===== src/rtl/div_pkg.sv =====
`timescale 1ns/1ps
package div_pkg;
  // Strobes from control to datapath
  typedef struct packed {
    logic load;   // capture prepared operands
    logic step;   // perform one restoring iteration
    logic last;   // current step is the final one; latch result
  } divStrobe_t;
endpackage


===== src/rtl/div_ctrl.sv =====
`timescale 1ns/1ps
module div_ctrl
  import div_pkg::*;
#(
  parameter int WIDTH = 32
) (
  input  logic       clk,
  input  logic       rst,
  input  logic       start,
  output divStrobe_t strobe,
  output logic       busy,
  output logic       done
);
  localparam int CW = (WIDTH > 1) ? $clog2(WIDTH) : 1;
  localparam logic [CW-1:0] LAST_STEP = CW'(WIDTH - 1);

  logic          busyQ;
  logic          doneQ;
  logic [CW-1:0] iterCnt;

  always_comb begin
    strobe.load = start & ~busyQ;
    strobe.step = busyQ;
    strobe.last = busyQ & (iterCnt == LAST_STEP);
  end

  always_ff @(posedge clk) begin
    if (rst) begin
      busyQ   <= 1'b0;
      doneQ   <= 1'b0;
      iterCnt <= '0;
    end else begin
      doneQ <= strobe.last;
      if (strobe.load) begin
        busyQ   <= 1'b1;
        iterCnt <= '0;
      end else if (strobe.step) begin
        iterCnt <= iterCnt + 1'b1;
        if (strobe.last) busyQ <= 1'b0;
      end
    end
  end

  assign busy = busyQ;
  assign done = doneQ;
endmodule


===== src/rtl/div_datapath.sv =====
`timescale 1ns/1ps
module div_datapath
  import div_pkg::*;
#(
  parameter int WIDTH = 32
) (
  input  logic             clk,
  input  logic             rst,
  input  divStrobe_t       strobe,
  input  logic             isSigned,
  input  logic [WIDTH-1:0] dividend,
  input  logic [WIDTH-1:0] divisor,
  output logic [WIDTH-1:0] quotient
);
  localparam logic [WIDTH-1:0] MOST_NEG = {1'b1, {(WIDTH-1){1'b0}}};
  localparam logic [WIDTH-1:0] ALL_ONES = {WIDTH{1'b1}};
  localparam logic [WIDTH-1:0] ONE      = WIDTH'(1);

  // Operand preparation
  logic             divByZero, signedOvf, aNeg, bNeg;
  logic [WIDTH-1:0] effDivisor, aMag, bMag;

  always_comb begin
    divByZero  = (divisor == '0);
    signedOvf  = isSigned & (dividend == MOST_NEG) & (divisor == ALL_ONES);
    effDivisor = (divByZero | signedOvf) ? ONE : divisor;
    aNeg       = isSigned & dividend[WIDTH-1];
    bNeg       = isSigned & effDivisor[WIDTH-1];
    aMag       = aNeg ? (~dividend + ONE) : dividend;
    bMag       = bNeg ? (~effDivisor + ONE) : effDivisor;
  end

  // Iteration state
  logic [WIDTH:0]   remQ;
  logic [WIDTH-1:0] quoQ, dvsQ, resultQ;
  logic             negQ;

  logic [WIDTH:0]   shifted, trial, remNext;
  logic [WIDTH-1:0] quoNext, finalQ;
  logic             fits;

  always_comb begin
    shifted = {remQ[WIDTH-1:0], quoQ[WIDTH-1]};
    trial   = shifted - {1'b0, dvsQ};
    fits    = ~trial[WIDTH];
    remNext = fits ? trial : shifted;
    quoNext = {quoQ[WIDTH-2:0], fits};
    finalQ  = negQ ? (~quoNext + ONE) : quoNext;
  end

  always_ff @(posedge clk) begin
    if (rst) begin
      remQ    <= '0;
      quoQ    <= '0;
      dvsQ    <= '0;
      negQ    <= 1'b0;
      resultQ <= '0;
    end else if (strobe.load) begin
      remQ <= '0;
      quoQ <= aMag;
      dvsQ <= bMag;
      negQ <= aNeg ^ bNeg;
    end else if (strobe.step) begin
      remQ <= remNext;
      quoQ <= quoNext;
      if (strobe.last) resultQ <= finalQ;
    end
  end

  assign quotient = resultQ;
endmodule


===== src/rtl/int_divider.sv =====
`timescale 1ns/1ps
module int_divider
  import div_pkg::*;
#(
  parameter int WIDTH = 32
) (
  input  logic             clk,
  input  logic             rst,
  input  logic             start,
  input  logic             isSigned,
  input  logic [WIDTH-1:0] dividend,
  input  logic [WIDTH-1:0] divisor,
  output logic             busy,
  output logic             done,
  output logic [WIDTH-1:0] quotient
);
  divStrobe_t strobe;

  div_ctrl #(.WIDTH(WIDTH)) u_ctrl (
    .clk(clk), .rst(rst), .start(start),
    .strobe(strobe), .busy(busy), .done(done)
  );

  div_datapath #(.WIDTH(WIDTH)) u_dp (
    .clk(clk), .rst(rst), .strobe(strobe), .isSigned(isSigned),
    .dividend(dividend), .divisor(divisor), .quotient(quotient)
  );
endmodule


===== config.mk =====
export PLATFORM = sky130hd
export DESIGN_NAME = int_divider
export DESIGN_NICKNAME = d
export VERILOG_FILES = /design/src/rtl/div_pkg.sv /design/src/rtl/div_ctrl.sv /design/src/rtl/div_datapath.sv /design/src/rtl/int_divider.sv
export SDC_FILE = /design/constraint.sdc
export NUM_CORES = 1
export LEC_CHECK = 0
export ABC_AREA = 1
export BUFFER_PORTS_ARGS = -buffer_cell sky130_fd_sc_hd__buf_4
export CAP_MARGIN = 10
export CORE_MARGIN = 10
export CORE_UTILIZATION = 35
export DETAILED_ROUTE_END_ITERATION = 8
export PLACE_DENSITY_LB_ADDON = 0.08
export SLEW_MARGIN = 25
export SYNTH_ARGS = -nofsm -noshare
export SYNTH_HDL_FRONTEND = slang
export SYNTH_SLANG_ARGS = --single-unit

===== constraint.sdc =====
create_clock -name clk -period 3.3 [get_ports clk]
set_input_delay 0.33 -clock clk [delete_from_list [all_inputs] [get_ports clk]]
set_output_delay 0.33 -clock clk [all_outputs]
set_load 0.05 [all_outputs]

# Word-level counts from Yosys, hierarchy flattened
# Index checks and enable logic that the tools add are counted.
# Widths: inputs -> output; s select.
[totals]
regBits = 136
in_bits = 68
out_inout_bits = 34
elab_cells = 44
[op_classes]
reduce_logical = 4
n_mux = 10
n_addsub = 5
n_eq_ne = 3
n_bitwise = 14
[op_table]
columns = ["op", "n"]
rows = [
  ["$mux 32", 7],
  ["$add 32x1->32 const B", 3],
  ["$not 32->32", 3],
  ["$eq 32x32->1 const B", 2],
  ["$sub 33x32->33", 1],
  ["$logic_not 32->1", 1],
  ["$and 1x1->1", 6],
  ["$add 5x1->5 const B", 1],
  ["$eq 5x5->1 const B", 1],
  ["$mux 1", 3],
  ["$not 1->1", 3],
  ["$reduce_and 3->1", 1],
  ["$reduce_bool 2->1", 1],
  ["$reduce_or 2->1", 1],
  ["$or 1x1->1", 1],
  ["$xor 1x1->1", 1],
]

# Logic depth before layout (Yosys ltp)
# Gate-level depths: netlist of the first run.
[depth]
depth_word = 8
ltp_mapped = 33
ltp_nobuf = 32

# By module
# A second synthesis of the first run with hierarchy kept.
[hier_totals]
cells_unflattened = 1645
hier_area_um2 = 10206.0
[by_module_without_submodules]
columns = ["module", "n_inst", "area_each_um2", "seq_area_each_um2", "cells_per_inst"]
rows = [
  ["div_datapath", 1, 9874.5, 2582.5, 1605],
  ["div_ctrl", 1, 331.6, 140.1, 40],
]

# Worst setup path before layout of the first run
# No wires, ideal clock.
[synth_path]
path_type = "reg-to-reg"
from = "reg u_dp.quoQ[31]"
to = "reg u_dp.resultQ[30] (netlist: u_dp.quotient[30])"
path_stages_with_launch = 33
slack_ns = -0.326
setup_time_ns = 0.117
required_time_ns = 3.183
period_less_slack_ns = 3.626
arrival_time_ns = 3.510
path_buffers = 1
path_cell_list = "dfxtp_1 -> inv_1 -> ha_1 -> fa_1 -> inv_1 -> nand2_1 -> a21oi_2 -> nand2_1 -> nand2_1 -> nand2_1 -> nand2_1 -> nand2_1 -> nand3_1 -> nand2_1 -> inv_2 -> buf_4 -> ha_1 -> nand3_1 -> nor2_1 -> nand2_1 -> inv_1 -> nand2_1 -> nor2_1 -> nand2_1 -> inv_1 -> nand2_1 -> inv_1 -> nand3_1 -> nand2_1 -> a21o_1 -> nand3_1 -> o211ai_1 -> inv_1"
[synth_via]
elab_chain_cells = 5
[synth_rtl]
columns = ["element", "line_no", "source"]
rows = [
  ["start: declaration", "div_datapath.sv:35", "logic [WIDTH-1:0] quoQ, dvsQ, resultQ;"],
  ["start signal: assignment", "div_datapath.sv:60", "quoQ <= aMag;"],
  ["start signal: assignment", "div_datapath.sv:65", "quoQ <= quoNext;"],
  ["$sub 33x32->33", "div_datapath.sv:44", "trial = shifted - {1'b0, dvsQ};"],
  ["$not 1->1", "div_datapath.sv:45", "fits = ~trial[WIDTH];"],
  ["$not 32->32", "div_datapath.sv:48", "finalQ = negQ ? (~quoNext + ONE) : quoNext;"],
  ["$add 32x1->32", "div_datapath.sv:48", ""],
  ["$mux 32", "div_datapath.sv:48", ""],
  ["end signal: assignment", "div_datapath.sv:66", "if (strobe.last) resultQ <= finalQ;"],
  ["end: declaration", "div_datapath.sv:35", ""],
]
# Every way passes these cells.
# A chain may end at the register's enable or synchronous reset.

# Final worst setup path of the first run
# Same ends and word-level chain as after synthesis.

==> results.md, run 1 <==
- Of the total synthesized cell area, the portion taken by full adders, half adders and majority gates is 0.0476.
- The launch point of the worst reg-to-reg path is u_dp.quoQ[31].
- The number of buffers and inverters on the critical path is 7.
- The first detailed-routing pass took 5 iterations.
- The final design utilization is 0.436.
- The family with the most delay on the worst path is simple AND/OR/NAND/NOR gates.
- The fraction of the mapped netlist area in simple logic gates is 0.339.
- In this run the vertical extent of the chip is 190 um.
- After global routing the overflow that remains totals 0.
- The compound-gate portion of the synthesized area is 0.209.
- IR analysis of the VDD net gives a maximum drop of 0.634 mV.
- The final layout contains 1894 nets.
- The area added between synthesis and finish is 23.0%.
- The slew of the pin with the lowest slew margin is 0.841 ns.
- STA puts the critical path data arrival time at 3.58 ns.
- The longest clock path from root to sink contains 2 buffers.
- Among all stages on the critical path, the largest delay is contributed by sky130_fd_sc_hd__fa_2.
- The clock period minus final worst setup slack is 3.27 ns.
- The via count of the first global-routing pass is 10300.
- The reg-to-reg setup timing slack is 0.03 ns.
- The initial core utilization is 0.355.
- The post-synthesis register bit count is 136.
- The CTS H-tree depth is 4.
- For this run, the number of Yosys warnings is 0.
- The library cell with the largest summed area after synthesis is sky130_fd_sc_hd__dfxtp_1.
- Headroom to the max-slew limit came out at 0.437.
- The count of final setup violators is 0.
- The length in cells of the worst reg-to-reg path is 31.
- The critical register-to-register path endpoint is u_dp.quotient[30].
- For this design, the CTS-stage hold fixing added 0 buffers.
- In the global route stage, met2 resource usage came out at 0.261.
- After detailed routing, the number of vias per cell comes to 5.06.
- The global routing stage identified its most utilized layer as met1.
- The hold slack is 0.210 ns.
- The required time reported for the critical path endpoint is 3.62 ns.
- The sequential share of the synthesized area is 0.268.
- The post-CTS clock slew at the launch and capture registers of the worst setup and hold paths is 0.06 ns.
- The first routing iteration left 852 violations.
- During placement, the flow inserted port buffers numbering 101.
- The setup total negative slack is 0 ns.
- The final hold violation count is 0.
- In this run the cell area of the synthesized design comes to 10200 sq um.
- Among the stages of the critical path, the cell type that occurs most often is sky130_fd_sc_hd__nand2_2.
- The clock latency on the worst-skew pair is 0.43 ns.
- The dominant synthesized flop cell is sky130_fd_sc_hd__dfxtp_1.
- The HPWL after detailed placement is 26600 um.
- The average cell area after synthesis is 6.16 sq um.
- In this run the worst hold path is classified as in2reg.
- In this run, distinct cell masters in the synthesized netlist total 51.
- The CTS tree is done.
- The startpoint type of the worst setup path is a register.
- Row generation in the floorplan step produced 62 rows.
- Summed over all cells, the static leakage comes to 5.72 nW.
- The max-slew violation count is 0.
- The critical path runs through a total of 31 cells.
- Routability-driven placement finished with a final weighted congestion of 0.878.
- The gate count after technology mapping is 1648.
- The core area is 28600 sq um.
- Dividing the detail-routed wire length by the instance count gives 15.5 um.
- The final wirelength is 33800 um.
- The remaining design rule violation count is 0.
- The number of clock buffers added by TritonCTS is 17.
- Entering global routing, the biggest net connects 49 pins.
- The start point of the critical path is u_dp.quoQ[31].
- The count of nets left with antenna violations after detail routing is 0.
- In this run the clock root is driven by a sky130_fd_sc_hd__clkbuf_16.
- Counting flops with an async set or reset pin after synthesis yields a share of 0.
- The biggest cell delay along the critical path is 0.35 ns.
- The upper clock frequency limit is 306 MHz.
- The worst setup timing slack at the placement stage is -0.00532 ns.
- The global-route usage over all layers is 0.184.
- The horizontal die dimension is 190 um.
- The share of synthesized area spent on multiplexers is 0.
- The run finished with clean final reports.
- During I/O placement, the number of pins put on the boundary was 102.
- When the netlist entered floorplanning its net count stood at 1754.
- STA classifies the critical path endpoint as a register.
- Clock tree synthesis found a total of 136 sinks.
- The share of synthesized area in the top cell type comes to 0.268.
- Setup repair after global routing could not meet its margin everywhere.
- By area the synthesized netlist is led by sky130_fd_sc_hd__dfxtp_1 27%, sky130_fd_sc_hd__nand2_1 15%, sky130_fd_sc_hd__a21oi_1 7.5%.
- The slack of the critical path is 0.0346 ns.
- The number of antenna diodes in the final layout is 0.
- The initial antenna violation count is 0.
- The main combinational cell family by area after synthesis is simple AND/OR/NAND/NOR gates.
- Max-cap violations in this run came to 0.
- The fraction of synthesized cell area in xor and xnor cells is 0.0345.
- The met3 global-route usage is 0.0304.
- The critical path is of the reg2reg type.
- For the final database, setup skew stands at 0.0105 ns.
- The worst setup path endpoint is u_dp.quotient[30].
- The total number of vias is 11100.
- The floorplan step defined a die boundary enclosing 36200 sq um.
- The share of layout cells above drive strength 1 is 0.165.
- Yosys mapped a number of flops with a built-in enable equal to 0.
- Of all nets on the critical path, the largest fanout is 3.
- Power spread over the standard cell area amounts to 768 nW/um^2.
- The first-pass GRT wire length is 54400 um.
- For met1 alone, demand over resource in global routing was 0.276.
- Of the available clock period, the critical path in the final layout requires 0.990.
stage by stage:
| step | total power [mW] | instances | instance area (sq um) |
|---|---|---|---|
| 3_3_place_gp | 7.47 | 2151 | 11800 |
| 6_report | 9.59 | 2185 | 12500 |
| 5_1_grt | 10.4 | 2185 | 12500 |
| 2_1_floorplan | 5.69 | 1648 | 10200 |
| 3_5_place_dp | 7.45 | 2151 | 11800 |
| 4_1_cts | 9.56 | 2185 | 12400 |
cells by family (layout without fill, tap and decap cells):
| logic type | after synthesis | in the layout |
|---|---|---|
| AO/OA/AOI/OAI | 370 | 370 |
| XOR/XNOR | 40 | 40 |
| adder cells (fa/ha/maj) | 38 | 38 |
| buffers and inverters | 262 | 415 |
| flip-flops | 136 | 136 |
| AND/OR/NAND/NOR | 802 | 802 |
layout by cell type (no fill, tap or decap), drive strengths merged, types with 2 or more instances in the layout:
| cell | count |
|---|---|
| nand2 | 420 |
| inv | 207 |
| buf | 180 |
| nor2 | 174 |
| a21oi | 153 |
| dfxtp | 136 |
| nand3 | 131 |
| o21ai | 111 |
| ha | 37 |
| nor3 | 33 |
| a22oi | 30 |
| xor2 | 27 |
| o211ai | 23 |
| nand4 | 18 |
| clkbuf | 18 |
| xnor2 | 13 |
| or2 | 11 |
| o21bai | 9 |
| o22ai | 9 |
| a31oi | 8 |
| nand3b | 7 |
| nor4 | 7 |
| o31ai | 7 |
| clkinv | 7 |
| a21o | 4 |
| a21boi | 3 |
| o41ai | 3 |
| o21a | 3 |
| a32o | 3 |
| bufinv | 3 |
| o311ai | 2 |
worst min-delay path by stage:
stage               depth (start not counted)       endpoint           from
floorplan                                   2  u_dp.dvsQ[29]  u_dp.dvsQ[29]
global placement                            2  u_dp.dvsQ[27]  u_dp.dvsQ[27]
detailed placement                          2  u_dp.dvsQ[27]  u_dp.dvsQ[27]
CTS                                         3   u_dp.dvsQ[0]     divisor[0]
global route                                3  u_dp.quoQ[31]   dividend[31]
finish                                      3   u_dp.dvsQ[0]     divisor[0]
worst min-delay path, cell delays in order:
cell and delay (ns):
sky130_fd_sc_hd__buf_4 0.10, sky130_fd_sc_hd__nor2_4 0.05, sky130_fd_sc_hd__o21ai_0 0.12
routing by layer:
layer  routed length, um  part of all wire  vias to the layer above
met2               13600              0.40                      260
met3                1700             0.050                       29
met5                   0                 0                        -
met4                 492             0.015                        0
met1               18000              0.53                     5018
li1                    -                 -                     5750
area by class of cell:
cell class / instances / area (sq um)
multi-input cells: 1250 / 6530
inverters: 203 / 764
clock buffers: 18 / 439
well taps: 384 / 480
flip-flops and latches: 136 / 2730
clock inverters: 14 / 188
fillers: 3113 / 16100
repair buffers: 180 / 1360
synthesized netlist by cell type (4+ instances only):
| cell type | n |
|---|---|
| sky130_fd_sc_hd__clkbuf_1 | 40 |
| sky130_fd_sc_hd__o22ai_1 | 8 |
| sky130_fd_sc_hd__ha_1 | 37 |
| sky130_fd_sc_hd__xor2_1 | 27 |
| sky130_fd_sc_hd__nand3b_1 | 7 |
| sky130_fd_sc_hd__nor2_4 | 4 |
| sky130_fd_sc_hd__a22oi_1 | 30 |
| sky130_fd_sc_hd__inv_1 | 188 |
| sky130_fd_sc_hd__nor4_1 | 7 |
| sky130_fd_sc_hd__nand2_1 | 414 |
| sky130_fd_sc_hd__nor2_2 | 9 |
| sky130_fd_sc_hd__o31ai_1 | 6 |
| sky130_fd_sc_hd__o211ai_1 | 23 |
| sky130_fd_sc_hd__a21oi_1 | 152 |
| sky130_fd_sc_hd__nor3_1 | 32 |
| sky130_fd_sc_hd__nand2_2 | 5 |
| sky130_fd_sc_hd__inv_2 | 13 |
| sky130_fd_sc_hd__buf_1 | 6 |
| sky130_fd_sc_hd__nor2_1 | 161 |
| sky130_fd_sc_hd__xnor2_1 | 13 |
| sky130_fd_sc_hd__o21ai_0 | 99 |
| sky130_fd_sc_hd__o21ai_1 | 12 |
| sky130_fd_sc_hd__or2_2 | 10 |
| sky130_fd_sc_hd__nand3_1 | 126 |
| sky130_fd_sc_hd__buf_2 | 7 |
| sky130_fd_sc_hd__dfxtp_1 | 136 |
| sky130_fd_sc_hd__a21o_1 | 4 |
| sky130_fd_sc_hd__a31oi_1 | 8 |
| sky130_fd_sc_hd__nand4_1 | 18 |
| sky130_fd_sc_hd__o21bai_1 | 9 |
| sky130_fd_sc_hd__nand3_2 | 4 |
report_power, final:
| part | leakage [nW] | switching (mW) | total, mW | internal, mW |
|---|---|---|---|---|
| registers | 1.11 | 0.173 | 1.99 | 1.82 |
| clock network | 0.310 | 0.811 | 2.04 | 1.23 |
| logic | 4.30 | 3.39 | 5.55 | 2.17 |
state kept, by name (all words and copies together) (netlist names):
name,flops
u_dp.negQ,1
u_ctrl.iterCnt,5
u_dp.quoQ,32
u_dp.dvsQ,32
u_ctrl.busy,1
u_ctrl.done,1
u_dp.quotient,32
u_dp.remQ,32
what timing repair did:
item	CTS	global route
endpoints found under the hold margin	0	0
gates resized for setup	2	20
pin swaps	2	8
buffers inserted	2	0
endpoints found under the setup margin	1	5
(Power assumes the default switching activity.)
==> run 2: changes to the inputs <==
--- a/config.mk
+++ b/config.mk
@@ -12,6 +12,7 @@
 export CORE_UTILIZATION = 35
 export DETAILED_ROUTE_END_ITERATION = 8
 export PLACE_DENSITY_LB_ADDON = 0.08
+export SETUP_SLACK_MARGIN = 0.5
 export SLEW_MARGIN = 25
 export SYNTH_ARGS = -nofsm -noshare
 export SYNTH_HDL_FRONTEND = slang
==> constraint.sdc (replaced) <==
create_clock -name clk -period 4.18 [get_ports clk]
set_input_delay 0.418 -clock clk [delete_from_list [all_inputs] [get_ports clk]]
set_output_delay 0.418 -clock clk [all_outputs]
set_load 0.05 [all_outputs]
==> run 2 against run 1 <==
First-iteration DRC count down 14%; critical path depth unchanged; sequential share of layout area up 0.98 points; global-route usage down 0.084 points; sequential power down 21%; critical endpoint unchanged; power down 27%; non-clock buffer count down 57; maximum frequency down 3.0%; setup slack better by 0.78 ns; clock skew up 0.0015 ns.
==> results.md, run 2 (synthesized netlist as in run 1, its figures left out) <==
- The max-slew violation count is 0 (unchanged).
- The clock period minus final worst setup slack is 3.37 ns (was 3.27 ns).
- The final wirelength is 33200 um (was 33800 um).
- The final design utilization is 0.418 (was 0.436).
- The slowest cell on the critical path was sky130_fd_sc_hd__fa_2 (unchanged).
- The critical register-to-register path endpoint is u_dp.quotient[30] (unchanged).
- The number of buffers created by CTS is 17 (unchanged).
- The count of nets left with antenna violations after detail routing is 0 (unchanged).
- The reg-to-reg setup timing slack is 0.81 ns (was 0.03 ns).
- The global placement routability congestion is 0.891 (was 0.878).
- The required time reported for the critical path endpoint was 4.51 ns (was 3.62 ns).
- The slew of the pin with the lowest slew margin is 1.03 ns (was 0.841 ns).
- The horizontal die dimension is 190 um (unchanged).
- The diode insertion count for antenna repair came to 0 (unchanged).
- The number of violations reported at the end of detailed-routing iteration 0 is 736 (was 852).
- The boundary pin count is 102 (unchanged).
- The average detailed-routed wire length per instance was 15.6 um (was 15.5 um).
- The number of buffers on the longest clock path is 2 (unchanged).
- The endpoint of the worst hold-timing path is u_dp.dvsQ[0] (unchanged).
- The overall die height is 190 um (unchanged).
- The core area is 28600 sq um (unchanged).
- The maximum resistive drop on vdd is 0.546 mV (was 0.634 mV).
- The startpoint type of the worst setup path is a register (unchanged).
- The layout net count came to 1837 (was 1894).
- The upper clock frequency limit is 297 MHz (was 306 MHz).
- The via density per instance is 5.00 (was 5.06).
- The count of hold-fix buffers inserted at cts came to 0 (unchanged).
- The worst-path maximum fanout is 4 (was 3).
- The initial core utilization is 0.355 (unchanged).
- The remaining design rule violation count came to 0 (unchanged).
- The cell at the root of the clock tree is sky130_fd_sc_hd__clkbuf_16 (unchanged).
- The global-route usage over all layers is 0.183 (was 0.184).
- The total of max-cap violations is 0 (unchanged).
- The biggest cell delay along the critical path is 0.37 ns (was 0.35 ns).
- The length in cells of the worst reg-to-reg path is 31 (unchanged).
- The start point of the worst hold path is divisor[0] (unchanged).
- The CTS H-tree depth is 4 (unchanged).
- The total number of vias is 10600 (was 11100).
- The area added between synthesis and finish is 17.7% (was 23.0%).
- The setup total negative slack was 0 ns (unchanged).
- The count of clock tree sinks came to 136 (unchanged).
- Run status: finished, final reports clean (unchanged).
- The data arrival time of the worst path is 3.69 ns (was 3.58 ns).
- Top library cells by usage in the layout, fill and taps aside: 404 x sky130_fd_sc_hd__nand2_1, 185 x sky130_fd_sc_hd__inv_1, 157 x sky130_fd_sc_hd__nor2_1, 152 x sky130_fd_sc_hd__a21oi_1, 134 x sky130_fd_sc_hd__dfxtp_1 (was 401 x sky130_fd_sc_hd__nand2_1, 183 x sky130_fd_sc_hd__inv_1, 179 x sky130_fd_sc_hd__buf_4, 156 x sky130_fd_sc_hd__nor2_1, 151 x sky130_fd_sc_hd__a21oi_1).
- The clock latency on the worst-skew pair is 0.43 ns (about the same).
- The cell repeated most along the worst path is sky130_fd_sc_hd__nand2_2 (unchanged).
- The number of input and output port buffers inserted is 101 (unchanged).
- The power per cell area is 588 nW/um^2 (was 768 nW/um^2).
- The overall die area is 36200 sq um (unchanged).
- The first-pass GRT wire length is 54300 um (was 54400 um).
- The share of layout cells above drive strength 1 came to 0.132 (was 0.165).
- The non-filler instance count after layout is 2127 (was 2185).
- The post-route total power came to 7.03 mW (was 9.59 mW).
- The number of cells on the worst hold path is 3 (unchanged).
- The endpoint kind of the worst setup timing path is a register (unchanged).
- The post-route fraction of the period consumed by the critical path was 0.805 (was 0.990).
- The pin count of the biggest net entering global routing is 59 (was 49).
- The hold slack came to 0.300 ns (was 0.210 ns).
- The worst clock skew on the final layout was 0.0119 ns (was 0.0105 ns).
- The HPWL after detailed placement is 25800 um (was 26600 um).
- The number of detailed-routing iterations run before antenna repair is 5 (unchanged).
- The start-to-end type of the worst setup path is reg2reg (unchanged).
- The worst relative slew slack is 0.316 (was 0.437).
- The class of the most critical hold timing path is in2reg (unchanged).
- The total overflow reported by the global router is 0 (unchanged).
- Setup repair after global routing missed its margin: no (was yes).
- The most frequent standard cell in the layout excluding fill and tap cells is sky130_fd_sc_hd__nand2_1 (unchanged).
- The post-CTS clock slew at the launch and capture registers of the worst setup and hold paths is 0.06 ns (about the same).
- The cell count after placement is 2090 (was 2151).
- The CTS tree is done (unchanged).
- The initial antenna violation count is 0 (unchanged).
- The final hold violation count is 0 (unchanged).
- The via count of the first global-routing pass came to 10200 (was 10300).
- The count of final setup violators was 0 (unchanged).
- The number of core rows is 62 (unchanged).
- The static leakage was 5.41 nW (was 5.72 nW).
- The launch point of the worst reg-to-reg path is u_dp.quoQ[31] (unchanged).
run 2: repair_timing:
action | CTS | global route
setup buffers | 2 | 4
endpoints found under the hold margin | 0 | 0
gates resized for setup | 4 | 22
pin swaps | 2 | 5
endpoints found under the setup margin | 2 | 6
gates cloned | 0 | 0
run 2: worst max path at each step:
stage                  startpoint           endpoint  slack, ns
CTS                 u_dp.quoQ[31]  u_dp.quotient[30]       0.50
floorplan           u_dp.quoQ[31]  u_dp.quotient[30]       0.55
finish              u_dp.quoQ[31]  u_dp.quotient[30]       0.81
global route        u_dp.quoQ[31]  u_dp.quotient[30]       0.50
detailed placement  u_dp.quoQ[31]  u_dp.quotient[30]       0.34
global placement    u_dp.quoQ[31]  u_dp.quotient[30]       0.41
run 2: worst max-delay path: cells and delay by family, from the launching register on:
| family | cells | cell delay, ns |
|---|---|---|
| and+or+nand+nor | 18 | 1.41 |
| buffers and inverters | 7 | 0.43 |
| adders and majority gates | 3 | 0.69 |
| AOI/OAI and AO/OA | 3 | 0.42 |
| DFF | 1 | 0.33 |
run 2: area by class of cell:
cell class | instances | area (sq um)
multi-input cells | 1250 | 6490
inverters | 203 | 762
clock inverters | 10 | 95.1
well taps | 384 | 480
repair buffers | 123 | 923
flip-flops and latches | 136 | 2730
fillers | 3129 | 16700
clock buffers | 21 | 470
run 2: through the flow:
step                instance area [sq um]  worst slack (ns)
floorplan                           10200             0.554
global placement                    11300             0.407
detailed placement                  11300             0.337
CTS                                 11800             0.505
global route                        12000             0.499
finish                              12000             0.814
run 2: where the power goes:
part	switching (mW)	internal [mW]
clock network	0.600	0.863
logic	2.58	1.42
registers	0.132	1.44
run 2: routing by layer:
metal  up-vias  share of wire  GRT usage
li1       5643              -          -
met1      4760           0.54      0.279
met2       204           0.41      0.259
met3        26          0.040     0.0271
met4         0          0.012     0.0457
met5         -              0          0
==> run 3: changes to the inputs <==
==> constraint.sdc (replaced) <==
create_clock -name clk -period 2.71 [get_ports clk]
set_input_delay 0.271 -clock clk [delete_from_list [all_inputs] [get_ports clk]]
set_output_delay 0.271 -clock clk [all_outputs]
set_load 0.05 [all_outputs]
==> run 3 against run 2 <==
The run now ends with setup timing left; sequential share of layout area is 3.2 points lower; first-iteration DRC count is 13% higher; register-to-register slack worse by 1.3 ns; combinational power is 150% higher; wire length is 9.0% higher; clock power is 60% higher; critical path depth stayed put; power is 110% higher; via count is 8.4% higher; highest routed layer unchanged; critical endpoint unchanged; die area stayed put.
==> results.md, run 3 (synthesized netlist as in run 1, its figures left out) <==
- The final hold violation count is 0 (unchanged).
- The non-filler instance count after layout is 2309 (was 2127).
- The via count of the first global-routing pass is 10700 (was 10200).
- The max-slew violation count is 0 (unchanged).
- Setup repair after global routing missed its margin: yes (was no).
- The number of core rows is 62 (unchanged).
- The clock period minus final worst setup slack is 3.22 ns (was 3.37 ns).
- The area used by multi-input combinational logic is 6850 sq um (was 6490 sq um).
- The required time reported for the critical path endpoint is 3.04 ns (was 4.51 ns).
- Run status: finished, violations left (was finished, final reports clean).
- The CTS H-tree depth is 4 (unchanged).
- The start-to-end type of the worst setup path is reg2reg (unchanged).
- Top library cells by usage in the layout, fill and taps aside: 395 x sky130_fd_sc_hd__nand2_1, 285 x sky130_fd_sc_hd__buf_4, 182 x sky130_fd_sc_hd__inv_1, 145 x sky130_fd_sc_hd__nor2_1, 140 x sky130_fd_sc_hd__a21oi_1 (was 404 x sky130_fd_sc_hd__nand2_1, 185 x sky130_fd_sc_hd__inv_1, 157 x sky130_fd_sc_hd__nor2_1, 152 x sky130_fd_sc_hd__a21oi_1, 134 x sky130_fd_sc_hd__dfxtp_1).
- The reg-to-reg setup timing slack is -0.51 ns (was 0.81 ns).
- The diode insertion count for antenna repair is 0 (unchanged).
- The average detailed-routed wire length per instance is 15.7 um (was 15.6 um).
- The critical register-to-register path endpoint is u_dp.quotient[30] (unchanged).
- The number of cells on the worst hold path is 3 (unchanged).
- The overall die height was 190 um (unchanged).
- The sum of buffers and inverters on the critical path is 7 (unchanged).
- The share of layout cells above drive strength 1 is 0.246 (was 0.132).
- The layout net count is 2018 (was 1837).
- The boundary pin count is 102 (unchanged).
- The count of nets left with antenna violations after detail routing was 0 (unchanged).
- The family with the most delay on the worst path is simple AND/OR/NAND/NOR gates (unchanged).
- The clock latency on the worst-skew pair is 0.44 ns (was 0.43 ns).
- The worst clock skew on the final layout is 0.0132 ns (was 0.0119 ns).
- The hold slack came to 0.156 ns (was 0.300 ns).
- The class of the most critical hold timing path is in2reg (unchanged).
- The cell repeated most along the worst path was sky130_fd_sc_hd__nand2_2 (unchanged).
- The start point of the worst hold path is divisor[0] (unchanged).
- The length in cells of the worst reg-to-reg path is 31 (unchanged).
- The number of buffers created by CTS is 17 (unchanged).
- The initial core utilization came to 0.355 (unchanged).
- The area added between synthesis and finish is 37.2% (was 17.7%).
- The most frequent standard cell in the layout excluding fill and tap cells is sky130_fd_sc_hd__nand2_1 (unchanged).
- The total number of vias is 11500 (was 10600).
- The pin count of the biggest net entering global routing is 42 (was 59).
- The endpoint kind of the worst setup timing path is a register (unchanged).
- The static leakage is 6.47 nW (was 5.41 nW).
- The count of final setup violators is 10 (was 0).
- The total overflow reported by the global router was 0 (unchanged).
- The slew of the pin with the lowest slew margin is 0.832 ns (was 1.03 ns).
- The area taken by flip-flops and latches is 2730 sq um (unchanged).
- The global-route usage over all layers is 0.194 (was 0.183).
- The post-CTS clock slew at the launch and capture registers of the worst setup and hold paths was 0.07 ns (was 0.06 ns).
- The final wirelength is 36200 um (was 33200 um).
- The count of clock tree sinks is 136 (unchanged).
- The startpoint type of the worst setup path is a register (unchanged).
- The post-route fraction of the period consumed by the critical path is 1.19 (was 0.805).
- The number of buffers on the longest clock path came to 2 (unchanged).
- The worst relative slew slack is 0.445 (was 0.316).
- The data arrival time of the worst path is 3.55 ns (was 3.69 ns).
- The endpoint of the worst hold-timing path is u_dp.dvsQ[0] (unchanged).
- The maximum resistive drop on vdd is 0.646 mV (was 0.546 mV).
- The initial antenna violation count is 0 (unchanged).
- The slowest cell on the critical path is sky130_fd_sc_hd__fa_2 (unchanged).
- The global placement routability congestion is 0.893 (was 0.891).
- The remaining design rule violation count is 0 (unchanged).
- The number of violations reported at the end of detailed-routing iteration 0 is 835 (was 736).
- The biggest cell delay along the critical path is 0.36 ns (was 0.37 ns).
- The core area is 28600 sq um (unchanged).
- The total of max-cap violations is 0 (unchanged).
- The first-pass GRT wire length is 57000 um (was 54300 um).
- The HPWL after detailed placement is 27600 um (was 25800 um).
- The number of input and output port buffers inserted is 101 (unchanged).
- The number of detailed-routing iterations run before antenna repair is 5 (unchanged).
- The upper clock frequency limit is 310 MHz (was 297 MHz).
- The final reports fail on setup timing.
- The slack of the critical path is -0.511 ns (was 0.814 ns).
- The number of inserted filler cells in the final layout is 3042 (was 3129).
- The overall die area is 36200 sq um (unchanged).
- The cell count after placement is 2248 (was 2090).
- The count of hold-fix buffers inserted at cts is 0 (unchanged).
- The launch point of the worst reg-to-reg path is u_dp.quoQ[31] (unchanged).
- The power per cell area is 1050 nW/um^2 (was 588 nW/um^2).
- The via density per instance is 4.99 (was 5.00).
- The horizontal die dimension is 190 um (unchanged).
- The cell at the root of the clock tree is sky130_fd_sc_hd__clkbuf_16 (unchanged).
- The CTS tree was done (unchanged).
- The worst-path maximum fanout is 3 (was 4).
[run 3: metal layers]
| metal | share of wire | GRT usage | up-vias |
|---|---|---|---|
| met1 | 0.53 | 0.294 | 5229 |
| met4 | 0.011 | 0.0460 | 0 |
| met3 | 0.045 | 0.0285 | 22 |
| li1 | - | - | 6023 |
| met5 | 0 | 0 | - |
| met2 | 0.41 | 0.277 | 251 |
[run 3: cell type report]
type | count | area share
clock buffers | 19 | 0.0325
clock inverters | 13 | 0.00952
inverters | 203 | 0.0566
multi-input cells | 1250 | 0.492
flip-flops and latches | 136 | 0.196
well taps | 384 | 0.0345
repair buffers | 304 | 0.179
[run 3: how the worst max path moves through the flow]
stage / slack (ns) / startpoint / cells after the start / to
after floorplan: -0.62 / u_dp.quoQ[31] / 32 / u_dp.quotient[30]
after detailed placement: -0.63 / u_dp.quoQ[31] / 31 / u_dp.quotient[30]
after global routing: -0.80 / u_dp.quoQ[31] / 31 / u_dp.quotient[30]
after CTS: -0.50 / u_dp.quoQ[31] / 31 / u_dp.quotient[30]
after global placement: -0.56 / u_dp.quoQ[31] / 31 / u_dp.quotient[30]
final: -0.51 / u_dp.quoQ[31] / 31 / u_dp.quotient[30]
[run 3: worst reg2reg max path, delay by kind of cell, from the launching register on]
kind	cells	cell delay (ns)
AND/OR/NAND/NOR	18	1.37
adder cells (fa/ha/maj)	3	0.65
buffers and inverters	7	0.41
AO/OA/AOI/OAI	3	0.36
flip-flops	1	0.33
[run 3: power by group]
group	total (mW)	switching (mW)	internal, mW
logic	9.87	5.29	4.58
registers	2.40	0.185	2.22
clock network	2.34	1.00	1.33
[run 3: stage by stage]
step	total power [mW]	worst slack (ns)	util	instance area (sq um)	TNS [ns]
2_1_floorplan	7.05	-0.623	-	10300	-2.98
3_3_place_gp	9.78	-0.558	0.441	12600	-3.37
3_5_place_dp	9.80	-0.633	0.441	12600	-4.24
4_1_cts	13.5	-0.495	0.470	13500	-2.84
5_1_grt	15.7	-0.804	0.487	13900	-8.25
6_report	14.6	-0.511	0.487	13900	-3.22
[run 3: what timing repair did]
item / in CTS / in global routing
setup buffers: 7 / 15
pin swaps: 16 / 39
endpoints found under the setup margin: 67 / 90
gates cloned: 3 / 4
gates resized for setup: 34 / 68
